$ cat src/rtl/vga_scan_pkg.sv
package vga_scan_pkg;

    typedef struct packed {
        logic hs_n;
        logic vs_n;
        logic act;
    } vid_ctl_t;

    localparam vid_ctl_t CTL_IDLE = '{hs_n: 1'b1, vs_n: 1'b1, act: 1'b0};

    // Widest of the two address layouts, plus the byte shift for the pixel width.
    function automatic int scan_addr_w(input int h_act, input int v_act, input int pix_bits);
        int fw;
        int fh;
        int iw;
        int xy;
        fw = h_act / 2;
        fh = v_act / 2;
        iw = $clog2(fw * fh);
        xy = $clog2(fw) + $clog2(fh);
        return ((iw > xy) ? iw : xy) + $clog2(pix_bits / 8);
    endfunction

    // Widen 5-6-5 colour to 10 bits per channel by repeating the top bits.
    function automatic logic [29:0] expand565(input logic [15:0] p);
        return {p[15:11], p[15:11], p[10:5], p[10:7], p[4:0], p[4:0]};
    endfunction

endpackage

$ cat src/rtl/vga_timing.sv
module vga_timing
    import vga_scan_pkg::*;
#(
    parameter int H_SYNC = 96,
    parameter int H_BP   = 48,
    parameter int H_ACT  = 640,
    parameter int H_FP   = 16,
    parameter int V_SYNC = 2,
    parameter int V_BP   = 33,
    parameter int V_ACT  = 480,
    parameter int V_FP   = 10,
    localparam int HAW   = $clog2(H_ACT),
    localparam int VAW   = $clog2(V_ACT)
) (
    input  logic           clk,
    input  logic           rst,
    output logic [HAW-1:0] col,
    output logic [VAW-1:0] row,
    output vid_ctl_t       ctl
);
    localparam int H_TOT   = H_SYNC + H_BP + H_ACT + H_FP;
    localparam int V_TOT   = V_SYNC + V_BP + V_ACT + V_FP;
    localparam int HW      = $clog2(H_TOT);
    localparam int VW      = $clog2(V_TOT);
    localparam int H_START = H_SYNC + H_BP;
    localparam int H_STOP  = H_START + H_ACT;
    localparam int V_START = V_SYNC + V_BP;
    localparam int V_STOP  = V_START + V_ACT;

    logic [HW-1:0] h_cnt;
    logic [VW-1:0] v_cnt;
    logic          h_in;
    logic          v_in;

    always_ff @(posedge clk) begin
        if (rst) begin
            h_cnt <= '0;
            v_cnt <= '0;
        end else if (h_cnt == HW'(H_TOT - 1)) begin
            h_cnt <= '0;
            v_cnt <= (v_cnt == VW'(V_TOT - 1)) ? '0 : v_cnt + 1'b1;
        end else begin
            h_cnt <= h_cnt + 1'b1;
        end
    end

    assign h_in = (h_cnt >= HW'(H_START)) && (h_cnt < HW'(H_STOP));
    assign v_in = (v_cnt >= VW'(V_START)) && (v_cnt < VW'(V_STOP));
    assign col  = HAW'(h_cnt - HW'(H_START));
    assign row  = VAW'(v_cnt - VW'(V_START));

    always_comb begin
        ctl.hs_n = (h_cnt >= HW'(H_SYNC));
        ctl.vs_n = (v_cnt >= VW'(V_SYNC));
        ctl.act  = h_in && v_in;
    end

endmodule

$ cat src/rtl/vga_addr_map.sv
module vga_addr_map
    import vga_scan_pkg::*;
#(
    parameter int H_ACT    = 640,
    parameter int V_ACT    = 480,
    parameter int PIX_BITS = 16,
    localparam int HAW     = $clog2(H_ACT),
    localparam int VAW     = $clog2(V_ACT),
    localparam int ADDR_W  = scan_addr_w(H_ACT, V_ACT, PIX_BITS)
) (
    input  logic [HAW-1:0]    col,
    input  logic [VAW-1:0]    row,
    input  logic              act,
    input  logic              xy_mode,
    output logic [ADDR_W-1:0] addr
);
    localparam int FB_W = H_ACT / 2;
    localparam int FB_H = V_ACT / 2;
    localparam int XW   = $clog2(FB_W);
    localparam int YW   = $clog2(FB_H);
    localparam int IW   = $clog2(FB_W * FB_H);
    localparam int SH   = $clog2(PIX_BITS / 8);
    localparam int LW   = ADDR_W - SH;

    logic [XW-1:0] px;
    logic [YW-1:0] py;
    logic [IW-1:0] idx;
    logic [LW-1:0] lin;

    // Dropping the low counter bit repeats each stored pixel over two columns and two lines.
    assign px  = XW'(col >> 1);
    assign py  = YW'(row >> 1);
    assign idx = IW'(py) * IW'(FB_W) + IW'(px);
    assign lin = xy_mode ? LW'({py, px}) : LW'(idx);

    generate
        if (SH == 0) begin : g_byte_pix
            assign addr = act ? lin : '0;
        end else begin : g_wide_pix
            assign addr = act ? {lin, {SH{1'b0}}} : '0;
        end
    endgenerate

endmodule

$ cat src/rtl/vga_pixel_out.sv
module vga_pixel_out
    import vga_scan_pkg::*;
#(
    parameter int PIX_BITS = 16
) (
    input  logic                clk,
    input  logic                rst,
    input  vid_ctl_t            ctl_in,
    input  logic [PIX_BITS-1:0] rd_data,
    output logic                hsync_n,
    output logic                vsync_n,
    output logic                blank,
    output logic [29:0]         rgb
);
    vid_ctl_t    ctl_q;
    logic [29:0] colr;

    generate
        if (PIX_BITS == 16) begin : g_565
            assign colr = expand565(rd_data[15:0]);
        end else begin : g_direct
            assign colr = rd_data[29:0];
        end
    endgenerate

    // Stage 1 waits out the memory latency; stage 2 registers every output together.
    always_ff @(posedge clk) begin
        if (rst) begin
            ctl_q   <= CTL_IDLE;
            hsync_n <= 1'b1;
            vsync_n <= 1'b1;
            blank   <= 1'b1;
            rgb     <= '0;
        end else begin
            ctl_q   <= ctl_in;
            hsync_n <= ctl_q.hs_n;
            vsync_n <= ctl_q.vs_n;
            blank   <= !ctl_q.act;
            rgb     <= ctl_q.act ? colr : '0;
        end
    end

endmodule

$ cat src/rtl/vga_scanout.sv
module vga_scanout
    import vga_scan_pkg::*;
#(
    parameter int H_SYNC   = 96,
    parameter int H_BP     = 48,
    parameter int H_ACT    = 640,
    parameter int H_FP     = 16,
    parameter int V_SYNC   = 2,
    parameter int V_BP     = 33,
    parameter int V_ACT    = 480,
    parameter int V_FP     = 10,
    parameter int PIX_BITS = 16,
    localparam int ADDR_W  = scan_addr_w(H_ACT, V_ACT, PIX_BITS)
) (
    input  logic                clk,
    input  logic                rst,
    input  logic                xy_mode,
    output logic [ADDR_W-1:0]   rd_addr,
    input  logic [PIX_BITS-1:0] rd_data,
    output logic                hsync_n,
    output logic                vsync_n,
    output logic                blank,
    output logic [29:0]         rgb
);
    localparam int HAW = $clog2(H_ACT);
    localparam int VAW = $clog2(V_ACT);

    logic [HAW-1:0] col;
    logic [VAW-1:0] row;
    vid_ctl_t       ctl;

    vga_timing #(
        .H_SYNC(H_SYNC), .H_BP(H_BP), .H_ACT(H_ACT), .H_FP(H_FP),
        .V_SYNC(V_SYNC), .V_BP(V_BP), .V_ACT(V_ACT), .V_FP(V_FP)
    ) u_timing (
        .clk (clk),
        .rst (rst),
        .col (col),
        .row (row),
        .ctl (ctl)
    );

    vga_addr_map #(
        .H_ACT(H_ACT), .V_ACT(V_ACT), .PIX_BITS(PIX_BITS)
    ) u_addr (
        .col     (col),
        .row     (row),
        .act     (ctl.act),
        .xy_mode (xy_mode),
        .addr    (rd_addr)
    );

    vga_pixel_out #(
        .PIX_BITS(PIX_BITS)
    ) u_out (
        .clk     (clk),
        .rst     (rst),
        .ctl_in  (ctl),
        .rd_data (rd_data),
        .hsync_n (hsync_n),
        .vsync_n (vsync_n),
        .blank   (blank),
        .rgb     (rgb)
    );

endmodule

$ cat config.mk
export PLATFORM = sky130hd
export DESIGN_NAME = vga_scanout
export DESIGN_NICKNAME = d
export VERILOG_FILES = /design/src/rtl/vga_scan_pkg.sv /design/src/rtl/vga_timing.sv /design/src/rtl/vga_addr_map.sv /design/src/rtl/vga_pixel_out.sv /design/src/rtl/vga_scanout.sv
export SDC_FILE = /design/constraint.sdc
export NUM_CORES = 1
export LEC_CHECK = 0
export ABC_CLOCK_PERIOD_IN_PS = 9000
export BUFFER_PORTS_ARGS = -buffer_cell sky130_fd_sc_hd__buf_4
export CAP_MARGIN = 20
export CORE_ASPECT_RATIO = 1.4
export CORE_UTILIZATION = 40
export DETAILED_ROUTE_END_ITERATION = 7
export GPL_TIMING_DRIVEN = 0
export PLACE_DENSITY_LB_ADDON = 0.2
export SYNTH_ARGS = -nofsm -noshare
export SYNTH_HDL_FRONTEND = slang
export SYNTH_HIERARCHICAL = 1
export SYNTH_SLANG_ARGS = --single-unit
$ cat constraint.sdc
create_clock -name clk -period 9 [get_ports clk]
set_input_delay 0.9 -clock clk [delete_from_list [all_inputs] [get_ports clk]]
set_output_delay 0.9 -clock clk [all_outputs]
set_load 0.005 [all_outputs]
==> results.toml <==
[place]
dpl_cell_area_um2 = 3470
hpwlAfterDp_mm = 4.69
place_congestion = 0.870
port_buffers = 68
post-place-ws_ns = 4.06

[die]
die_w_um = 73.2
chipHeight_um = 102
die_area_um2 = 7450
num_rows = 36
core-area_um2 = 6890
pin_count = 70
start_util = 0.412

[global_route]
antenna_found_initial = 0
gr-total-overflow = 0
grtUsageTotal = 0.174
grt_start_max_net_pins = 13
grt_pass1_wl_mm = 10.3
first_global_vias = 2260

[cts]
clkLatencyLatePin_ns = 0.29
cts_root_buffer = "clkbuf_8"
htree_levels = 2
postCtsHoldBufs = 0
clkTransAtPathRegs_ns = 0.07
clockBufferDepth = 2
cts_tree = "built"
cts.sinks = 42
ctsResizeCount = 0
postCtsSetupRepairBufs = 0
numCtsBuffers = 5

[worst_setup_path]
r2r_start = "u_timing/v_cnt[0]"
path_buf_inv = 2
critPathRequiredTime_ns = 8.10
slowest_delay_ns = 0.62
crit_path_end_kind = "output pin"
cp_cell_sequence = "ha_1 > clkbuf_1 > o41ai_1 > nand2_1 > xnor2_1 > ha_1 > ha_1 > nand3_1 > o21ai_1 > xor2_1 > nor3b_2 > mux2_1 > buf_4"
r2r_slack_ns = 6.72
path_delay_family = "adder cells"
worst_ep_arrival_time_ns = 4.38
reg2reg_depth = 7
cp_max_fo = 8
start_kind = "flop"
crit_top_cell = "ha_1"
reg2reg_to = "u_out/ctl_q[0]"
critical_path.slowest_cell = "o41ai_1"
crit_type = "flop to output pin"

[timing]
timing.fmax_mhz = 190
fin_crit_sh = 0.586
worst_pin_slew_ns = 0.694
finalClockSkew_ns = 0.00481
relSlewSlack = 0.531
slew_viol_final = 0
layout_setup_ws_ns = 3.72
rsz0062_at_grt = "false"
hold_viol_final = 0
setup_viol = 0
final.setup.tns_ns = 0
min_period_ns = 5.28

[job]
drv_cap = 0

[min_path]
hold_class = "flop to flop"
hp-start = "u_out/ctl_q[2]"
whs_path_depth = 1
min_to = "u_out/hsync_n"

[synth]
syn-num-nets = 381
syn_area_per_cell_um2 = 8.45
ys.warnings.count = 6
synthCells = 336
synth_area_um2 = 2840

[layout]
drive_gt1_frac = 0.262
area_growth_pct = 25.9
final_area_um2 = 3580
n_antenna_cell = 0
fin_nets = 456

[drt]
drt-total-wl_mm = 6.09
vias = 2463
viasPerCell = 4.86
wl_per_cell_um = 12.0
firstDrtPassIters = 4
initialDrtViolationCount = 96
postRouteAntennaNets = 0
remaining_drc_errors = 0

[power_and_ir_drop]
p_per_area_nw_per_um2 = 99.1
p_leak_nw = 1.68
irDropWorstVdd_v = 0.0000563

[status]
status = "complete, no violations"
-- worst max path at each step --
| stage | slack [ns] | startpoint | depth (start not counted) | endpoint |
|---|---|---|---|---|
| floorplan | 4.78 | u_timing/v_cnt[0] | 12 | rd_addr[16] |
| global placement | 4.20 | u_timing/v_cnt[0] | 13 | rd_addr[16] |
| detailed placement | 4.06 | u_timing/v_cnt[0] | 13 | rd_addr[16] |
| CTS | 3.73 | u_timing/v_cnt[0] | 13 | rd_addr[16] |
| global route | 3.35 | u_timing/v_cnt[0] | 13 | rd_addr[16] |
| finish | 3.72 | u_timing/v_cnt[0] | 13 | rd_addr[16] |
-- sequential cells by signal, summed over array words and instances, names as in the netlist --
name	cells
u_out/blank	1
u_out/ctl_q	3
u_out/hsync_n	1
u_out/rgb	16
u_out/vsync_n	1
u_timing/h_cnt	10
u_timing/v_cnt	10
-- area by class of cell --
| class | instances | area (um^2) |
|---|---|---|
| clock buffer | 7 | 76.3 |
| buffer | 38 | 241 |
| tap | 95 | 119 |
| inverter | 16 | 60.1 |
| fill | 691 | 3320 |
| sequential | 42 | 841 |
| multi-input combinational | 240 | 1700 |
| clock inverter | 1 | 30.0 |
| timing repair buffer | 68 | 510 |
-- per-stage QoR --
step / total power, mW / utilization / hold WS (ns) / instances
2_1_floorplan: 0.203 / - / 0.383 / 336
3_3_place_gp: 0.213 / 0.503 / 0.385 / 499
3_5_place_dp: 0.213 / 0.503 / 0.395 / 499
4_1_cts: 0.360 / 0.519 / 0.414 / 507
5_1_grt: 0.368 / 0.519 / 0.443 / 507
6_report: 0.354 / 0.519 / 0.411 / 507
-- layer usage --
| metal | up-vias | track usage | routed length (um) |
|---|---|---|---|
| met4 | 0 | 0.0543 | 74 |
| met2 | 73 | 0.328 | 3040 |
| met3 | 6 | 0.0318 | 366 |
| met1 | 1110 | 0.194 | 2610 |
| met5 | - | 0 | 0 |
| li1 | 1274 | - | - |
-- worst reg2reg max path: stages, from the launching register on --
cell      delay (ns)
dfxtp_1         0.40
ha_1            0.24
clkbuf_1        0.21
o41ai_1         0.63
a21oi_1         0.15
a31oi_1         0.23
nor3_1          0.15
nor2b_1         0.16
-- cells in the final DEF (no fill, tap or decap), drive strengths merged, types with 2 or more instances in the layout --
cell type  instances
ha                24
xnor2             23
xor2              14
a211oi             4
nand4              4
o21ai              7
o21bai             3
o211a              2
clkbuf            16
nand3             14
a21oi             21
dfxtp             42
a21o               2
nor3              11
inv               15
nand2             21
nor2              29
nor4               8
or2                6
nor3b              2
and2               6
nand2b             3
nor2b              2
buf               97
a31oi              2
fa                 2
and3b             16
-- power by group --
group          total (mW)  internal, mW  switching (mW)
sequential          0.189         0.188         0.00161
clock               0.146        0.0830          0.0629
combinational      0.0191        0.0109         0.00815
Note: power is estimated with default switching activity, not from simulation.
